--- config.mk ---
export PLATFORM = sky130hd
export DESIGN_NAME = sys_timer
export DESIGN_NICKNAME = d
export VERILOG_FILES = /design/src/rtl/sys_timer_pkg.sv /design/src/rtl/sys_timer_ctrl.sv /design/src/rtl/sys_timer_dp.sv /design/src/rtl/sys_timer.sv
export SDC_FILE = /design/constraint.sdc
export NUM_CORES = 1
export LEC_CHECK = 0
export BUFFER_PORTS_ARGS = -buffer_cell sky130_fd_sc_hd__buf_4
export CORE_MARGIN = 1
export CORE_UTILIZATION = 30
export CTS_CLUSTER_DIAMETER = 30
export DETAILED_ROUTE_END_ITERATION = 8
export GPL_TIMING_DRIVEN = 0
export HOLD_SLACK_MARGIN = 0.1
export PLACE_DENSITY_LB_ADDON = 0.05
export SLEW_MARGIN = 15
export SYNTH_ARGS = -nofsm -noshare
export SYNTH_HDL_FRONTEND = slang
export SYNTH_SLANG_ARGS = --single-unit
export TNS_END_PERCENT = 50
--- constraint.sdc ---
create_clock -name clk -period 2.8 [get_ports clk]
set_clock_uncertainty 0.15 [all_clocks]
set_input_delay 0.56 -clock clk [delete_from_list [all_inputs] [get_ports clk]]
set_output_delay 0.56 -clock clk [all_outputs]
set_load 0.01 [all_outputs]
--- src/rtl/sys_timer_pkg.sv ---
`timescale 1ns/1ps
package sys_timer_pkg;

  typedef enum logic [1:0] {
    SEL_DEC  = 2'd0,
    SEL_TBLO = 2'd1,
    SEL_TBHI = 2'd2,
    SEL_NONE = 2'd3
  } regSel_e;

  // strobes from control to datapath
  typedef struct packed {
    logic decLoad;
    logic decStep;
    logic tbLoLoad;
    logic tbHiLoad;
    logic tbStep;
  } timerStrobe_t;

endpackage

--- src/rtl/sys_timer_ctrl.sv ---
`timescale 1ns/1ps
module sys_timer_ctrl
  import sys_timer_pkg::*;
#(
  parameter int ADDR_W = 2
) (
  input  logic              tick,
  input  logic              sysRst,
  input  logic              regWe,
  input  logic [ADDR_W-1:0] regAddr,
  output timerStrobe_t      strb
);

  logic    wrOk;
  regSel_e sel;
  logic    anyTbLoad;

  assign wrOk = regWe & ~sysRst;
  assign sel  = regSel_e'(regAddr[1:0]);

  always_comb begin
    strb          = '0;
    strb.decLoad  = wrOk && (sel == SEL_DEC);
    strb.tbLoLoad = wrOk && (sel == SEL_TBLO);
    strb.tbHiLoad = wrOk && (sel == SEL_TBHI);
    strb.decStep  = tick && !strb.decLoad;
    strb.tbStep   = tick && !anyTbLoad;
  end

  assign anyTbLoad = wrOk && ((sel == SEL_TBLO) || (sel == SEL_TBHI));

endmodule

--- src/rtl/sys_timer_dp.sv ---
`timescale 1ns/1ps
module sys_timer_dp
  import sys_timer_pkg::*;
#(
  parameter int DATA_W = 32,
  parameter int ADDR_W = 2
) (
  input  logic                clk,
  input  logic                porRst_n,
  input  logic                sysRst,
  input  timerStrobe_t        strb,
  input  logic [ADDR_W-1:0]   regAddr,
  input  logic [DATA_W-1:0]   regWdata,
  output logic [DATA_W-1:0]   regRdata,
  output logic [DATA_W-1:0]   decVal,
  output logic [2*DATA_W-1:0] tbVal,
  output logic                decIrq
);

  localparam int HALVES = 2;
  localparam int MSB    = DATA_W - 1;

  logic [DATA_W-1:0] decCnt;
  logic              msbPrev;
  logic [DATA_W-1:0] tbHalf [HALVES];
  logic [HALVES-1:0] halfLoad;
  logic [HALVES:0]   carry;

  // decrementer
  always_ff @(posedge clk or negedge porRst_n) begin
    if (!porRst_n) begin
      decCnt  <= '0;
      msbPrev <= 1'b0;
    end else begin
      msbPrev <= decCnt[MSB];
      if (strb.decLoad)      decCnt <= regWdata;
      else if (strb.decStep) decCnt <= decCnt - 1'b1;
    end
  end

  // time base: halves chained by carry
  assign halfLoad = {strb.tbHiLoad, strb.tbLoLoad};
  assign carry[0] = strb.tbStep;

  for (genvar h = 0; h < HALVES; h++) begin : g_half
    assign carry[h+1] = carry[h] & (&tbHalf[h]);
    always_ff @(posedge clk or negedge porRst_n) begin
      if (!porRst_n)        tbHalf[h] <= '0;
      else if (halfLoad[h]) tbHalf[h] <= regWdata;
      else if (carry[h])    tbHalf[h] <= tbHalf[h] + 1'b1;
    end
  end

  assign tbVal  = {tbHalf[1], tbHalf[0]};
  assign decVal = decCnt;
  assign decIrq = decCnt[MSB] & ~msbPrev & ~sysRst;

  always_comb begin
    unique case (regSel_e'(regAddr[1:0]))
      SEL_DEC:  regRdata = decCnt;
      SEL_TBLO: regRdata = tbHalf[0];
      SEL_TBHI: regRdata = tbHalf[1];
      default:  regRdata = '0;
    endcase
  end

endmodule

--- src/rtl/sys_timer.sv ---
`timescale 1ns/1ps
module sys_timer
  import sys_timer_pkg::*;
#(
  parameter int DATA_W = 32,
  parameter int ADDR_W = 2
) (
  input  logic              clk,
  input  logic              porRst_n,
  input  logic              sysRst,
  input  logic              tick,
  input  logic [ADDR_W-1:0] regAddr,
  input  logic              regWe,
  input  logic [DATA_W-1:0] regWdata,
  output logic [DATA_W-1:0] regRdata,
  output logic              decIrq
);

  localparam int TB_W = 2 * DATA_W;

  timerStrobe_t      strb;
  logic [DATA_W-1:0] decVal;
  logic [TB_W-1:0]   tbVal;

  sys_timer_ctrl #(.ADDR_W(ADDR_W)) u_ctrl (
    .tick    (tick),
    .sysRst  (sysRst),
    .regWe   (regWe),
    .regAddr (regAddr),
    .strb    (strb)
  );

  sys_timer_dp #(.DATA_W(DATA_W), .ADDR_W(ADDR_W)) u_dp (
    .clk      (clk),
    .porRst_n (porRst_n),
    .sysRst   (sysRst),
    .strb     (strb),
    .regAddr  (regAddr),
    .regWdata (regWdata),
    .regRdata (regRdata),
    .decVal   (decVal),
    .tbVal    (tbVal),
    .decIrq   (decIrq)
  );

endmodule

# After elaboration in Yosys (flattened, before gate mapping)
# Index checks and enable logic that the tools add are counted.
[op_classes] addsub=3 eq_ne=2 mux=7 n_bitwise=6 n_reduce_logical=14
[op_table] op="$mux W32" n=6
[op_table] op="$pmux W32 S3" n=1
[op_table] op="$add A32 B1 Y32 const B" n=2
[op_table] op="$reduce_and A32 Y1" n=1
[op_table] op="$sub A32 B1 Y32 const B" n=1
[op_table] op="$logic_and A1 B1 Y1" n=6
[op_table] op="$reduce_bool A2 Y1" n=3
[op_table] op="$and A1 B1 Y1" n=4
[op_table] op="$eq A2 B1 Y1 const B" n=1
[op_table] op="$eq A2 B2 Y1 const B" n=1
[op_table] op="$logic_not A1 Y1" n=2
[op_table] op="$logic_not A2 Y1" n=1
[op_table] op="$not A1 Y1" n=2
[op_table] op="$logic_or A1 B1 Y1" n=1
[word_totals] regBits=97 input_bits=39 output_inout_bits=33

# Logic depth before layout (Yosys ltp)
[logic_depth] ltp_word=8 depth_mapped=9 mapped_depth_nobuf=7

# Modules after synthesis
# From an unflattened synthesis, not the netlist that was laid out.
[unflattened] hier_cells=771 area_unflattened_um2=6398.6
[modules_own_cells] module="sys_timer_dp" instances=1 cells_each=760 area_per_inst_um2=6302.3 seq_area_each_um2=2427.3
[modules_own_cells] module="sys_timer_ctrl" instances=1 cells_each=11 area_per_inst_um2=96.3 seq_area_each_um2=0.0

# Worst setup path after synthesis
# Ideal clock, no wire load.
[synth_path] kind="input to register" startpoint="in regAddr[0]" endpoint="reg u_dp.tbHalf, in the netlist u_dp.tbVal[60]" setup_time_ps=87 arrival_time_ps=2187 required_ps=2563 setup_slack_ps=377 cell_stages=8 path_buffers=1 path_cell_list="inv_1 > ha_1 > nand3b_1 > and3_1 > nand3_1 > clkbuf_1 > or4_1 > o211ai_1"
[synth_between] elab_chain_len=7
[synth_rtl] item="start: declaration" line_no="sys_timer.sv:12" source="input logic [ADDR_W-1:0] regAddr,"
[synth_rtl] item="$eq A2 B1 Y1 / $eq A2 B2 Y1 (equally long branches)" line_no="sys_timer_ctrl.sv:30, sys_timer_ctrl.sv:25"
[synth_rtl] item="$logic_or A1 B1 Y1" line_no="sys_timer_ctrl.sv:30" source="assign anyTbLoad = wrOk && ((sel == SEL_TBLO) || (sel == SEL_TBHI));"
[synth_rtl] item="$logic_and A1 B1 Y1" line_no="sys_timer_ctrl.sv:30"
[synth_rtl] item="$logic_not A1 Y1" line_no="sys_timer_ctrl.sv:27" source="strb.tbStep = tick && !anyTbLoad;"
[synth_rtl] item="$logic_and A1 B1 Y1" line_no="sys_timer_ctrl.sv:27"
[synth_rtl] item="$and A1 B1 Y1" line_no="sys_timer_dp.sv:46" source="assign carry[h+1] = carry[h] & (&tbHalf[h]);"
[synth_rtl] item="$reduce_bool A2 Y1 (no line)"
[synth_rtl] item="end signal: indexed assignment" line_no="sys_timer_dp.sv:49" source="else if (halfLoad[h]) tbHalf[h] <= regWdata;"
[synth_rtl] item="end signal: indexed assignment" line_no="sys_timer_dp.sv:50" source="else if (carry[h]) tbHalf[h] <= tbHalf[h] + 1'b1;"
[synth_rtl] item="end: declaration" line_no="sys_timer_dp.sv:25" source="logic [DATA_W-1:0] tbHalf [HALVES];"
# Several ways; a longest one is shown, not always the timed one.
# A chain may end at the register's enable or synchronous reset.

# Worst setup path after layout
[layout_path] startpoint="reg u_dp.decCnt[17] (netlist: u_dp.decVal[17])" endpoint="reg u_dp.decCnt[24] (netlist: u_dp.decVal[24])"
[layout_between] elab_chain_len=3
[layout_rtl] item="start: declaration" line_no="sys_timer_dp.sv:23" source="logic [DATA_W-1:0] decCnt;"
[layout_rtl] item="start signal: assignment" line_no="sys_timer_dp.sv:36" source="if (strb.decLoad) decCnt <= regWdata;"
[layout_rtl] item="start signal: assignment" line_no="sys_timer_dp.sv:37" source="else if (strb.decStep) decCnt <= decCnt - 1'b1;"
[layout_rtl] item="$sub A32 B1 Y32" line_no="sys_timer_dp.sv:37"
[layout_rtl] item="$mux W32" line_no="sys_timer_dp.sv:37"
[layout_rtl] item="$mux W32" line_no="sys_timer_dp.sv:36"
# No other way between the ends. The select of a mux whose other input is x is not followed.

==> results.json <==
{
  "wirelength_um": 25400,
  "core_mm2": 0.0197,
  "reg2reg_slack_ns": 0.06,
  "htree_levels": 3,
  "synth_edf_count": 0,
  "stdcell_count": 1088,
  "netlist_area_mm2": 0.00612,
  "synthFlopType": "dfrtp_1",
  "synth_top_family_by_area": "simple AND/OR/NAND/NOR gates",
  "pwr_density_cell_mw_per_mm2": 634,
  "arrival_ns": 2.81,
  "worst_pin_slew_ns": 0.999,
  "fin_crit_sh_pct": 97.9,
  "worstSetupEndpointType": "flip-flop",
  "grt_pass1_wl_um": 38300,
  "maxSlewViolCount": 0,
  "ios": 72,
  "finalHoldViolCount": 0,
  "synth_simple_gate_area_share_pct": 28.4,
  "r2r_start": "u_dp.decVal[17]$_DFFE_PN0P_",
  "routedWlPerCell_um": 23.3,
  "rows": 51,
  "synthAdderAreaFrac_pct": 1.43,
  "grt_pass1_vias": 6349,
  "cp_max_fo": 8,
  "crit_buf_inv": 1,
  "cts_buffer_depth": 2,
  "cp_top_family": "simple AND/OR/NAND/NOR gates",
  "rr_worst_depth": 6,
  "path_clk_slew_ns": 0.07,
  "synth_compound_area_share_pct": 17.9,
  "drc": 0,
  "port_buffers": 71,
  "holdWs_ns": 0.163,
  "dp_cells": 1072,
  "holdCritPathClass": "in2async",
  "setup.worst_path.start": "u_dp.decVal[17]$_DFFE_PN0P_",
  "seq_area_frac_synth_pct": 39.6,
  "status": "finished clean",
  "first_pass_iters": 6,
  "grt_max_degree": 98,
  "yosysUniqueCellTypes": 41,
  "synth-xor-area-share_pct": 7.87,
  "yosys_warnings": 0,
  "fin_crit_ns": 2.74,
  "cts_buffers": 9,
  "drv_cap": 0,
  "postLayoutCoreUtil_pct": 37.4,
  "area_delta_synth_final_pct": 20.3,
  "finalSetupViolCount": 0,
  "ir_drop_mv": 0.279,
  "crit_type": "reg2reg",
  "nets": 866,
  "vias": 6335,
  "tritoncts": "built",
  "muxShareOfSynthArea_pct": 0.511,
  "gp_congestion": 0.896,
  "relSlewSlack_pct": 33.4,
  "grt_usage_pct": 25.4,
  "synth-seq-cells": 97,
  "cp_slowest_cell": "nor4_1",
  "async_flop_share_pct": 100,
  "die_w_um": 145,
  "place_hpwl_um": 18400,
  "root_buffer": "clkbuf_16",
  "rsz0062_at_grt": "no",
  "leakage_nw": 2.64,
  "avgSynthCellArea_um2": 8.32,
  "cts_hold_buf": 0,
  "grt.overflow.total": 0,
  "n_antenna_cell": 0,
  "clock_sinks": 97,
  "cp-start-kind": "flip-flop",
  "drt_iter0_markers": 671,
  "path_cells": "nor4_1 > or4b_1 > clkbuf_1 > nor3_1 > xnor2_1 > a21oi_1",
  "synth_nets": 782,
  "timing.fmax_mhz": 365,
  "die_y_um": 145,
  "avgViaCountPerCell": 5.82,
  "dieArea_mm2": 0.0210,
  "clock_latency_ns": 0.36,
  "drive_gt1_share_pct": 15.1,
  "ant_nets": 0,
  "syn_inst": 736,
  "reg2reg_to": "u_dp.decVal[24]$_DFFE_PN0P_",
  "antenna_found_initial": 0,
  "start_util_pct": 31.1,
  "cp.required_ns": 2.87,
  "cp_slowest_stage_delay_ns": 0.70
}
state kept, by name, summed over array words and instances (netlist names):
name / cells
u_dp.msbPrev: 1
u_dp.tbVal: 64
u_dp.decVal: 32
area by class of cell:
| type | count | area, µm² |
|---|---|---|
| Fill cell | 2059 | 12400 |
| Multi-Input combinational cell | 574 | 3490 |
| Sequential cell | 97 | 2430 |
| Timing Repair Buffer | 76 | 574 |
| Tap cell | 265 | 332 |
| Clock buffer | 13 | 240 |
| Buffer | 47 | 240 |
| Inverter | 15 | 56.3 |
| Clock inverter | 1 | 5.00 |
cell usage after synthesis, types with 2 or more instances:
| cell type | count | share of area, % |
|---|---|---|
| buf_2 | 2 | 0.16 |
| dfrtp_1 | 97 | 40 |
| nor4b_1 | 3 | 0.43 |
| nor3_1 | 19 | 1.6 |
| nor4_2 | 3 | 0.61 |
| xor2_1 | 8 | 1.1 |
| a31oi_1 | 36 | 3.7 |
| nor4_1 | 17 | 1.7 |
| clkbuf_1 | 45 | 2.8 |
| nor2_1 | 122 | 7.5 |
| or2_2 | 4 | 0.41 |
| nand2_1 | 55 | 3.4 |
| o31ai_1 | 20 | 2.5 |
| o211ai_1 | 3 | 0.37 |
| and3_1 | 3 | 0.31 |
| or4_1 | 23 | 2.8 |
| nand2b_1 | 2 | 0.20 |
| and2_1 | 5 | 0.51 |
| a21oi_1 | 34 | 2.8 |
| inv_1 | 15 | 0.92 |
| nand3b_1 | 3 | 0.37 |
| and4_1 | 3 | 0.43 |
| nand4_1 | 19 | 1.9 |
| nand3_1 | 28 | 2.3 |
| xnor2_1 | 47 | 6.7 |
| ha_1 | 7 | 1.4 |
| a222oi_1 | 32 | 5.2 |
| o21ai_0 | 40 | 3.3 |
| buf_6 | 2 | 0.37 |
| mux2i_1 | 2 | 0.33 |
| or3_1 | 23 | 2.3 |
| nand4b_1 | 5 | 0.71 |
kinds of logic (layout without fill, tap and decap cells):
| logic type | after synthesis | after routing |
|---|---|---|
| buf+inv | 65 | 152 |
| compound gates | 166 | 166 |
| fa+ha+maj | 7 | 7 |
| xor+xnor | 55 | 55 |
| mux | 3 | 3 |
| simple gates | 343 | 343 |
| flops | 97 | 97 |
timing repair:
item	4_1_cts	5_1_grt
pin swaps	4	2
setup endpoints to repair	61	74
hold endpoints to repair	0	0
gates resized for setup	20	20
setup buffers	3	2
worst max path at each step:
stage | end | slack (ns) | cells past startpoint
after floorplan | u_dp.tbVal[60]$_DFFE_PN0P_ | 0.38 | 8
after global placement | regRdata[18] | -0.44 | 8
after detailed placement | regRdata[18] | -0.46 | 8
after CTS | regRdata[21] | 0.005 | 8
after global routing | regRdata[9] | 0.007 | 8
final | u_dp.decVal[24]$_DFFE_PN0P_ | 0.06 | 6
power by group:
part	switching [mW]	total [mW]	internal, mW
Clock	0.561	1.16	0.595
Sequential	0.532	2.28	1.75
Combinational	0.641	1.24	0.594
layer usage:
metal | track usage, % | up-vias | part of all wire, %
met5 | 0 | - | 0
li1 | - | 2900 | -
met4 | 8.25 | 0 | 2.0
met1 | 33.8 | 3172 | 45
met2 | 42.1 | 234 | 48
met3 | 3.59 | 29 | 5.0
placed cells by master (no fill, tap or decap), types with 27 or more instances in the layout:
cell / netlist / final
a31oi_1: 36 / 36
nand2_1: 55 / 55
a222oi_1: 32 / 32
nand3_1: 28 / 27
dfrtp_1: 97 / 96
nor2_1: 122 / 121
buf_4: 0 / 76
clkbuf_1: 45 / 33
o21ai_0: 40 / 40
a21oi_1: 34 / 34
xnor2_1: 47 / 47
per-stage QoR:
| step | power [mW] | setup WS (ns) | setup TNS, ns | cell area (µm²) |
|---|---|---|---|---|
| final | 4.67 | 0.0578 | 0 | 7370 |
| after global routing | 4.94 | 0.00689 | 0 | 7370 |
| after CTS | 4.67 | 0.00527 | 0 | 7310 |
| after detailed placement | 3.50 | -0.459 | -22.23 | 7000 |
| after global placement | 3.46 | -0.440 | -21.39 | 6990 |
| after floorplan | 2.90 | 0.377 | 0 | 6120 |
No activity file was read; power rests on OpenSTA's default activity.
